### src/rtl/dma_blk_pkg.sv
// Shared types for the block request sequencer.
package dma_blk_pkg;
    typedef enum logic [2:0] {
        ST_IDLE    = 3'd0,
        ST_ACCEPT  = 3'd1,
        ST_WAITBUS = 3'd2,
        ST_RD      = 3'd3,
        ST_WR      = 3'd4,
        ST_DEAD    = 3'd5,
        ST_REL     = 3'd6
    } seq_state_t;
endpackage

### src/rtl/dma_req_sampler.sv
// Request sampler: while the window is open, a low pin level is taken as a
// request and held until activation clears it.
// Assumes: window is low whenever acceptance is closed.
module dma_req_sampler (
    input  logic clk,
    input  logic rst_n,
    input  logic window,
    input  logic dreq_n,
    input  logic activate,
    output logic take,
    output logic held
);
    // take: a request is seen in this cycle
    always_comb take = window & ~dreq_n;

    // held: set on take, cleared at activation
    always_ff @(posedge clk) begin
        if (!rst_n)        held <= 1'b0;
        else if (activate) held <= 1'b0;
        else if (take)     held <= 1'b1;
    end
endmodule

### src/rtl/dma_xfer_ctr.sv
// Transfer pair counter inside a block. Stores the block size (minus one)
// at arming and flags the last pair.
// Assumes: load and step are never high together.
module dma_xfer_ctr #(
    parameter int SIZE_W = 8
) (
    input  logic              clk,
    input  logic              rst_n,
    input  logic              load,
    input  logic [SIZE_W-1:0] size_m1_in,
    input  logic              clr,
    input  logic              step,
    output logic              last
);
    logic [SIZE_W-1:0] size_q;
    logic [SIZE_W-1:0] cnt_q;

    // size_q: block size captured when the channel is armed
    always_ff @(posedge clk) begin
        if (!rst_n)    size_q <= '0;
        else if (load) size_q <= size_m1_in;
    end

    // cnt_q: pair index inside the current block
    always_ff @(posedge clk) begin
        if (!rst_n)    cnt_q <= '0;
        else if (clr)  cnt_q <= '0;
        else if (step) cnt_q <= cnt_q + 1'b1;
    end

    // last: the current pair closes the block
    always_comb last = (cnt_q == size_q);
endmodule

### src/rtl/dma_blk_ctr.sv
// Block counter: loaded with the number of blocks, counts one down per
// block and flags the final block.
// Assumes: a load value of zero is filtered out upstream.
module dma_blk_ctr #(
    parameter int CNT_W = 16
) (
    input  logic             clk,
    input  logic             rst_n,
    input  logic             load,
    input  logic [CNT_W-1:0] blocks_in,
    input  logic             dec,
    output logic             last
);
    localparam logic [CNT_W-1:0] ONE = {{(CNT_W-1){1'b0}}, 1'b1};

    logic [CNT_W-1:0] cnt_q;

    // cnt_q: blocks still to run, including the current one
    always_ff @(posedge clk) begin
        if (!rst_n)    cnt_q <= '0;
        else if (load) cnt_q <= blocks_in;
        else if (dec)  cnt_q <= cnt_q - ONE;
    end

    // last: this is the final block
    always_comb last = (cnt_q == ONE);
endmodule

### src/rtl/dma_blk_seq.sv
// Level-triggered DMA block request sequencer for a single channel.
// Flow: arm, open acceptance, latch a request, request the bus, clear the
// request at the grant, run the read/write pairs, one dead cycle, one release
// cycle, then reopen acceptance or finish.
// Assumes: once bus_grant is given, it stays until bus_req drops.
module dma_blk_seq
    import dma_blk_pkg::*;
#(
    parameter int SIZE_W = 8,
    parameter int CNT_W  = 16
) (
    input  logic              clk,
    input  logic              rst_n,
    input  logic              cfg_wr,
    input  logic [SIZE_W-1:0] cfg_size_m1,
    input  logic [CNT_W-1:0]  cfg_blocks,
    input  logic              dreq_n,
    input  logic              bus_grant,
    output logic              bus_req,
    output logic              rd_stb,
    output logic              wr_stb,
    output logic              dead,
    output logic              acc_open,
    output logic              req_held,
    output logic              chan_en,
    output logic              done
);
    seq_state_t state_q, state_d;
    logic cfg_take, take, activate, xfer_last, blk_last, done_q;

    // cfg_take: an arming write is accepted only while idle with blocks > 0
    always_comb cfg_take = cfg_wr && (state_q == ST_IDLE) && (cfg_blocks != '0);

    // activate: the grant arrives while a request is held
    always_comb activate = (state_q == ST_WAITBUS) && bus_grant;

    dma_req_sampler u_samp (
        .clk      (clk),
        .rst_n    (rst_n),
        .window   (state_q == ST_ACCEPT),
        .dreq_n   (dreq_n),
        .activate (activate),
        .take     (take),
        .held     (req_held)
    );

    dma_xfer_ctr #(.SIZE_W(SIZE_W)) u_xfer (
        .clk        (clk),
        .rst_n      (rst_n),
        .load       (cfg_take),
        .size_m1_in (cfg_size_m1),
        .clr        (activate),
        .step       ((state_q == ST_WR) && !xfer_last),
        .last       (xfer_last)
    );

    dma_blk_ctr #(.CNT_W(CNT_W)) u_blk (
        .clk       (clk),
        .rst_n     (rst_n),
        .load      (cfg_take),
        .blocks_in (cfg_blocks),
        .dec       (state_q == ST_REL),
        .last      (blk_last)
    );

    // state_d: next-state choice of the sequence
    always_comb begin
        state_d = state_q;
        unique case (state_q)
            ST_IDLE:    if (cfg_take) state_d = ST_ACCEPT;
            ST_ACCEPT:  if (take)     state_d = ST_WAITBUS;
            ST_WAITBUS: if (activate) state_d = ST_RD;
            ST_RD:                    state_d = ST_WR;
            ST_WR:                    state_d = xfer_last ? ST_DEAD : ST_RD;
            ST_DEAD:                  state_d = ST_REL;
            ST_REL:                   state_d = blk_last ? ST_IDLE : ST_ACCEPT;
            default:                  state_d = ST_IDLE;
        endcase
    end

    // state_q: sequence state register
    always_ff @(posedge clk) begin
        if (!rst_n) state_q <= ST_IDLE;
        else        state_q <= state_d;
    end

    // done_q: pulse for one cycle after the final release cycle
    always_ff @(posedge clk) begin
        if (!rst_n) done_q <= 1'b0;
        else        done_q <= (state_q == ST_REL) && blk_last;
    end

    // outputs decoded from the state
    always_comb begin
        bus_req  = (state_q == ST_WAITBUS) || (state_q == ST_RD) ||
                   (state_q == ST_WR) || (state_q == ST_DEAD);
        rd_stb   = (state_q == ST_RD);
        wr_stb   = (state_q == ST_WR);
        dead     = (state_q == ST_DEAD);
        acc_open = (state_q == ST_ACCEPT);
        chan_en  = (state_q != ST_IDLE);
        done     = done_q;
    end
endmodule

### config.mk
export PLATFORM = sky130hd
export DESIGN_NAME = dma_blk_seq
export DESIGN_NICKNAME = d
export VERILOG_FILES = /design/src/rtl/dma_blk_pkg.sv /design/src/rtl/dma_req_sampler.sv /design/src/rtl/dma_xfer_ctr.sv /design/src/rtl/dma_blk_ctr.sv /design/src/rtl/dma_blk_seq.sv
export SDC_FILE = /design/constraint.sdc
export NUM_CORES = 1
export LEC_CHECK = 0
export BUFFER_PORTS_ARGS = -buffer_cell sky130_fd_sc_hd__buf_2
export CAP_MARGIN = 15
export CELL_PAD_IN_SITES_DETAIL_PLACEMENT = 0
export CELL_PAD_IN_SITES_GLOBAL_PLACEMENT = 2
export CORE_UTILIZATION = 33
export CTS_BUF_LIST = sky130_fd_sc_hd__clkbuf_2 sky130_fd_sc_hd__clkbuf_4 sky130_fd_sc_hd__clkbuf_8
export DETAILED_ROUTE_END_ITERATION = 12
export GPL_TIMING_DRIVEN = 0
export PLACE_DENSITY = 0.78
export SETUP_SLACK_MARGIN = 0.2
export SYNTH_ARGS = -nofsm -noshare
export SYNTH_HDL_FRONTEND = slang
export SYNTH_SLANG_ARGS = --single-unit
### constraint.sdc
create_clock -name clk -period 2.63 [get_ports clk]
set_clock_uncertainty 0.1 [all_clocks]
set_input_delay 0.526 -clock clk [delete_from_list [all_inputs] [get_ports clk]]
set_output_delay 0.526 -clock clk [all_outputs]
set_load 0.1 [all_outputs]
# Word-level counts from Yosys, hierarchy flattened
# Index checks and enable logic that the tools add are counted.
# Widths: inputs -> output; s select.
# totals
inputBits	29
wordCells	45
out_inout_bits	8
regBits	37
# classes
muxes	8
addsub	2
n_eq_ne	11
n_bitwise	3
n_reduce_logical	15
# op_table
operator	n
$mux 16	2
$pmux 3 s7	1
$eq 16x1->1 const B	1
$reduce_bool 16->1	1
$sub 16x1->16 const B	1
$mux 3	4
$eq 3x3->1 const B	3
$add 8x1->8 const B	1
$eq 8x8->1	1
$eq 3x2->1 const B	2
$ne 2x2->1 const B	3
$logic_and 1x1->1	5
$eq 3x1->1 const B	1
$logic_not 3->1	1
$logic_or 1x1->1	3
$reduce_and 3->1	1
$reduce_bool 3->1	1
$not 1->1	2
$reduce_bool 2->1	1
$reduce_or 2->1	1
$and 1x1->1	1
$logic_not 1->1	1
$mux 1	1

# Logic depth before layout (Yosys ltp)
# Gate-level depths: netlist of the first run.
# depth
depth_word	5
mapped_depth	7
ltp_nobuf	6

# Cells and area by module
# Synthesis of the first run repeated with hierarchy kept, for this count alone.
# hier_totals
hier_cells	218
area_unflattened_um2	1955.6
# by_module_without_submodules
module	n_inst	seq_area_each_um2	area_per_inst_um2	cells_each
dma_blk_ctr	1	320.3	849.6	98
dma_xfer_ctr	1	320.3	729.4	75
dma_blk_seq	1	80.1	329.1	41
dma_req_sampler	1	20.0	47.5	4

# Worst setup path after synthesis of the first run
# Ideal clock, no wire load.
# synth_timing
path_kind	register to register
startpoint	register state_q[0]
endpoint	register u_xfer.cnt_q[7]
period_less_slack_ns	2.898
arrival_time_ns	2.728
slack_ns	-0.268
n_path_buf	1
required_ns	2.460
path_stages_with_launch	6
setup_ns	0.070
cell_sequence	dfxtp_1 buf_2 nor3b_2 o2111ai_1 or3_1 a21oi_1
# synth_between
elab_cells_between_ends	5
classes_between	eq/ne: 2; reduce/logical: 3
# synth_lines
item	line_no	rtl
start: declaration	dma_blk_seq.sv:28	seq_state_t state_q, state_d;
start signal: assignment	dma_blk_seq.sv:84	else state_q <= state_d;
$eq 3x3->1	--	
via wr_stb	dma_blk_seq.sv:21	output logic wr_stb,
$logic_and 1x1->1	dma_blk_seq.sv:53	.step ((state_q == ST_WR) && !xfer_last),
end signal: assignment	dma_xfer_ctr.sv:28	else if (step) cnt_q <= cnt_q + 1'b1;
end: declaration	dma_xfer_ctr.sv:16	logic [SIZE_W-1:0] cnt_q;
# The timed path passes the listed nets, and every way through them passes these cells.
# A chain may end at the register's enable or synchronous reset.

# Worst setup path in the final report of the first run
# layout_timing
startpoint	register state_q[0]
endpoint	output port dead
# layout_between
elab_chain_len	1
# layout_lines
item	line_no	rtl
$eq 3x3->1	dma_blk_seq.sv:99	dead = (state_q == ST_DEAD);
end: declaration	dma_blk_seq.sv:22	output logic dead,
# Every way passes these cells.

==> results.json, run 1 <==
{
  "status": "completed",
  "core_area_um2": 5640,
  "finalPower_mw": 1.53,
  "area_delta_synth_final_pct": 20.7,
  "path_class": "flop to primary output",
  "slew_violations": 0,
  "critPathMaxFanout": 10,
  "synthArstFlopShare_pct": 0,
  "syn_inst": 244,
  "clk_latency_ns": 0.30,
  "grt_overflow": 0,
  "crit_family": "buffers and inverters",
  "die_h_um": 79.6,
  "syn_area_per_cell_um2": 8.14,
  "dp_hpwl_um": 4080,
  "viasPerCell": 5.30,
  "crit_buf_inv": 2,
  "io_buffers": 35,
  "ys_ff_latch": 37,
  "grt_pass1_vias": 1892,
  "finalSetupTns_ns": 0,
  "num_rows": 27,
  "yosysMostFrequentCell": "dfxtp_1",
  "cp_data_arrival_time_ns": 1.66,
  "cp_data_required_time_ns": 2.00,
  "slowest_stage": "buf_2",
  "clock_path_buffers": 2,
  "hp-class": "primary input to flop",
  "io_pins": 37,
  "gp_congestion": 0.766,
  "relSlewSlack_pct": 52.5,
  "whs_ns": 0.357,
  "cts_tree": "built",
  "hold_buffers": 0,
  "synth_cell_types": 49,
  "grt_first_pass_wirelength_um": 9270,
  "synth_warnings": 0,
  "routed_wirelength_um": 5440,
  "die_x_um": 79.6,
  "pwr_density_cell_nw_per_um2": 640,
  "syn-num-nets": 276,
  "n_antenna_cell": 0,
  "hold_viol": 0,
  "drt_iter0_markers": 104,
  "h-tree-depth": 2,
  "synthTopCellsByCount": "37 x dfxtp_1, 33 x nand2_1, 24 x nor2_1",
  "period_minus_slack_ns": 2.29,
  "yosys.area.top_type_share_pct": 37.3,
  "power.leakage_nw": 0.915,
  "ant_nets": 0,
  "tightest_slew_ns": 0.706,
  "slowest_delay_ns": 0.41,
  "drive_above_1_share_pct": 21.6,
  "cpMostUsedCell": "buf_2",
  "antenna_found_initial": 0,
  "path_clk_slew_ns": 0.08,
  "clock-root-buffer": "clkbuf_8",
  "num_vias": 1902,
  "netlist_area_um2": 1990,
  "ys_seq_area_share_pct": 37.3,
  "startpoint_type": "flop",
  "synth_area_leaders": "dfxtp_1 37%, nand2_1 6.2%, a21oi_1 5.5%",
  "drv_cap": 0,
  "ir_drop_mv": 0.306,
  "fin_crit_sh_pct": 87.0,
  "die_area_um2": 6340,
  "final_nets": 318,
  "synthFlopType": "dfxtp_1",
  "setup_viol": 0,
  "dr.pass1.iters": 4,
  "fillers": 582,
  "crit_chain": "buf_2 > nor2b_1 > and2_1 > buf_2",
  "synth_area_leader_cell": "dfxtp_1",
  "track_usage_pct": 19.3,
  "avgRoutedWirePerCell_um": 15.2,
  "grt_start_max_net_pins": 13,
  "max_freq_ghz": 0.437,
  "drc": 0,
  "cts_sinks": 37,
  "worstSetupEndpointType": "primary output",
  "synth_edf_count": 0,
  "cts_buffers": 5,
  "rsz0062_at_grt": "false",
  "start_util_pct": 35.2
}
[worst register-to-register path: cells and delay by family, from the launching register on]
family / cells / cell delay (ns)
simple gates: 3 / 1.02
compound gates: 2 / 0.54
flops: 1 / 0.34
[metrics by stage]
stage | cells | util [%] | setup slack (ns) | area, um2
after detailed placement | 351 | 40.3 | 0.169 | 2270
after CTS | 359 | 42.4 | 0.234 | 2390
after global routing | 359 | 42.5 | 0.216 | 2400
after global placement | 351 | 40.3 | 0.175 | 2270
after floorplan | 244 | - | 0.229 | 2010
final | 359 | 42.5 | 0.341 | 2400
[cell families after synthesis]
group | synth area share [%]
simple gates | 28.3
compound gates | 21.8
flops | 37.3
buf+inv | 3.65
xor+xnor | 6.61
fa+ha+maj | 1.89
mux | 0.504
[flip-flops by register name, summed over array words and instances (netlist names)]
| register | count |
|---|---|
| done | 1 |
| state_q | 3 |
| u_blk.cnt_q | 16 |
| u_samp.held | 1 |
| u_xfer.cnt_q | 8 |
| u_xfer.size_q | 8 |
[area by class of cell]
type	count	area (um2)	share of cell area, %
multi-input cells	191	1190	49.7
flip-flops and latches	37	741	30.9
repair buffers	35	180	7.52
well taps	72	90.1	3.76
clock buffers	6	82.6	3.44
plain buffers	11	55.1	2.30
clock inverters	2	37.5	1.57
inverters	5	18.8	0.783
[timing repair]
item                       4_1_cts  5_1_grt
resized for setup                0        4
setup endpoints to repair        0        4
setup buffers                    0        0
[layer usage]
metal / up-vias / GRT usage, % / part of all wire [%]
li1: 976 / - / -
met1: 876 / 25.8 / 49
met2: 42 / 30.5 / 46
met3: 8 / 3.43 / 3.6
met4: 0 / 7.45 / 1.4
met5: - / 0 / 0
[power by group]
part           total, mW  internal (mW)  switching, mW
combinational      0.366          0.122          0.244
sequential         0.639          0.600         0.0384
clock              0.529          0.308          0.220
total               1.53           1.03          0.503
[layout by cell type (no fill, tap or decap), drive strengths merged, types with 2 or more instances in the layout]
cell / instances
a21oi: 22
a221oi: 2
a31oi: 7
and2: 3
and3: 2
buf: 39
clkbuf: 13
dfxtp: 37
ha: 3
inv: 5
nand2: 34
nand2b: 2
nand3: 5
nand4: 8
nor2: 24
nor2b: 2
nor3: 5
nor4: 6
o211ai: 3
o21ai: 15
o311ai: 3
o31ai: 2
or3: 8
or4: 2
xnor2: 11
xor2: 4
[worst paths after layout]
kind                               start                            end  slack (ns)  depth (start not counted)
min                       cfg_size_m1[0]  u_xfer.size_q[0]$_SDFFE_PN0P_        0.36                          3
max reg2reg  u_blk.cnt_q[1]$_SDFFE_PN0P_   u_blk.cnt_q[11]$_SDFFE_PN0P_        0.50                          5
min reg2reg     u_samp.held$_SDFFE_PP0P_       u_samp.held$_SDFFE_PP0P_        0.37                          2
max              state_q[0]$_SDFFE_PN0P_                           dead        0.34                          4
(Power assumes the default switching activity.)
==> inputs of run 2 (changes only) <==
Settings changed: BUFFER_PORTS_ARGS -buffer_cell sky130_fd_sc_hd__buf_2 to default, CORE_UTILIZATION 33 to 38, DONT_BUFFER_PORTS from default to 1.
==> results.json, run 2 (synthesis gave the netlist of run 1 again) <==
{
  "hold_viol": 0,
  "min_to": "u_xfer.size_q[0]$_SDFFE_PN0P_",
  "cp_data_arrival_time_ns": 1.71,
  "hold_buffers": 0,
  "power.leakage_nw": 0.792,
  "drive_above_1_share_pct": 14.1,
  "dp_hpwl_um": 4020,
  "antenna_found_initial": 0,
  "whs_ns": 0.263,
  "area_delta_synth_final_pct": 14.5,
  "start_util_pct": 40.7,
  "io_buffers": 0,
  "die_x_um": 74.3,
  "p_int_uw": 925,
  "clk_latency_ns": 0.29,
  "cp_data_required_time_ns": 2.00,
  "rr_startpoint": "state_q[1]$_SDFFE_PN0P_",
  "reg2reg_to": "state_q[1]$_SDFFE_PN0P_",
  "reg.largest.list": "u_blk.cnt_q x16, u_xfer.cnt_q x8, u_xfer.size_q x8",
  "worstHoldStart": "cfg_size_m1[0]",
  "hp-class": "primary input to flop",
  "relSlewSlack_pct": 35.7,
  "h-tree-depth": 2,
  "reg2reg_slack_ns": 0.35,
  "num_rows": 25,
  "cts_tree": "built",
  "die_h_um": 74.3,
  "period_minus_slack_ns": 2.33,
  "pwr_density_cell_nw_per_um2": 622,
  "io_pins": 37,
  "ir_drop_mv": 0.370,
  "power.share.switching_pct": 34.6,
  "cts_sinks": 37,
  "routed_wirelength_um": 5430,
  "n_antenna_cell": 0,
  "worstSetupEndpointType": "primary output",
  "status": "completed",
  "clock_path_buffers": 2,
  "final_common_cell": "dfxtp_1",
  "finalSetupTns_ns": 0,
  "worstHoldPathCells": 2,
  "final_nets": 287,
  "setup_viol": 0,
  "track_usage_pct": 21.2,
  "tightest_slew_ns": 0.964,
  "critPathMaxFanout": 10,
  "dr.pass1.iters": 4,
  "fillers": 512,
  "p_sw_uw": 490,
  "grt_pass1_vias": 1853,
  "power_frac_seq_pct": 46.0,
  "grt_start_max_net_pins": 13,
  "gp_congestion": 0.903,
  "drc": 0,
  "grt_overflow": 0,
  "path_clk_slew_ns": 0.08,
  "path_class": "flop to primary output",
  "viasPerCell": 5.87,
  "rr_worst_depth": 6,
  "startpoint_type": "flop",
  "pwr-share-clk_pct": 29.9,
  "drv_cap": 0,
  "postLayoutCellArea_um2": 2270,
  "clock-root-buffer": "clkbuf_8",
  "avgRoutedWirePerCell_um": 16.8,
  "largest_register_ffs": 16,
  "drt_iter0_markers": 164,
  "cts_buffers": 5,
  "fin_crit_sh_pct": 88.6,
  "final_cell_mix": "35 x dfxtp_1, 32 x nand2_1, 22 x nor2_1, 22 x a21oi_1, 15 x o21ai_0",
  "max_freq_ghz": 0.429,
  "core_area_um2": 4880,
  "grt_first_pass_wirelength_um": 8780,
  "place_ws_ns": -0.0236,
  "fin_util_pct": 46.6,
  "pwr-share-comb_pct": 24.1,
  "die_area_um2": 5520,
  "top_register": "u_blk.cnt_q",
  "fin_ws_ns": 0.299,
  "slew_violations": 0,
  "num_vias": 1897,
  "placed_area_um2": 2090,
  "rsz0062_at_grt": "false",
  "ant_nets": 0
}
[run 2: layer usage]
layer	global-route usage, %	vias up	part of all wire (%)
li1	-	907	-
met5	0	-	0
met2	31.3	58	45
met4	8.39	0	1.4
met3	5.01	8	5.1
met1	29.7	924	48
[run 2: final cells by class]
type,count,area (um2),area share (%)
multi-input cells,191,1220,53.8
flip-flops and latches,37,743,32.7
well taps,67,83.8,3.69
clock buffers,6,82.6,3.63
plain buffers,11,61.3,2.70
repair buffers,4,47.5,2.09
inverters,5,18.8,0.825
clock inverters,2,13.8,0.605
[run 2: metrics by stage]
stage | power (mW) | std cells
2_1_floorplan | 0.914 | 244
3_3_place_gp | 0.972 | 311
3_5_place_dp | 0.982 | 311
4_1_cts | 1.41 | 321
5_1_grt | 1.48 | 323
6_report | 1.41 | 323
[run 2: what timing repair did]
| action | CTS | global route |
|---|---|---|
| buffers inserted | 2 | 0 |
| endpoints found under the setup margin | 11 | 3 |
| pin swaps | 7 | 1 |
| gates resized for setup | 9 | 3 |
[run 2: worst max path at each step]
stage	from	endpoint	slack, ns	depth (start not counted)
after floorplan	state_q[0]$_SDFFE_PN0P_	u_xfer.cnt_q[7]$_SDFFE_PP0P_	0.23	5
after global placement	state_q[0]$_SDFFE_PN0P_	u_xfer.cnt_q[7]$_SDFFE_PP0P_	0.02	5
final	state_q[1]$_SDFFE_PN0P_	rd_stb	0.30	3
after CTS	state_q[1]$_SDFFE_PN0P_	acc_open	0.09	3
after detailed placement	state_q[0]$_SDFFE_PN0P_	u_xfer.cnt_q[7]$_SDFFE_PP0P_	-0.02	5
after global routing	state_q[1]$_SDFFE_PN0P_	rd_stb	0.22	3
[run 2: critical path: stages, from the launching register on]
cell     delay, ns
dfxtp_1       0.45
buf_2         0.31
nand2_1       0.15
nor2_4        0.51
[run 2: power groups by stage]
stage          clock network, mW  logic (mW)  registers, mW
2_1_floorplan                  0       0.262          0.652
3_3_place_gp                   0       0.314          0.658
3_5_place_dp                   0       0.320          0.662
4_1_cts                    0.431       0.333          0.650
5_1_grt                    0.455       0.370          0.656
6_report                   0.423       0.341          0.651
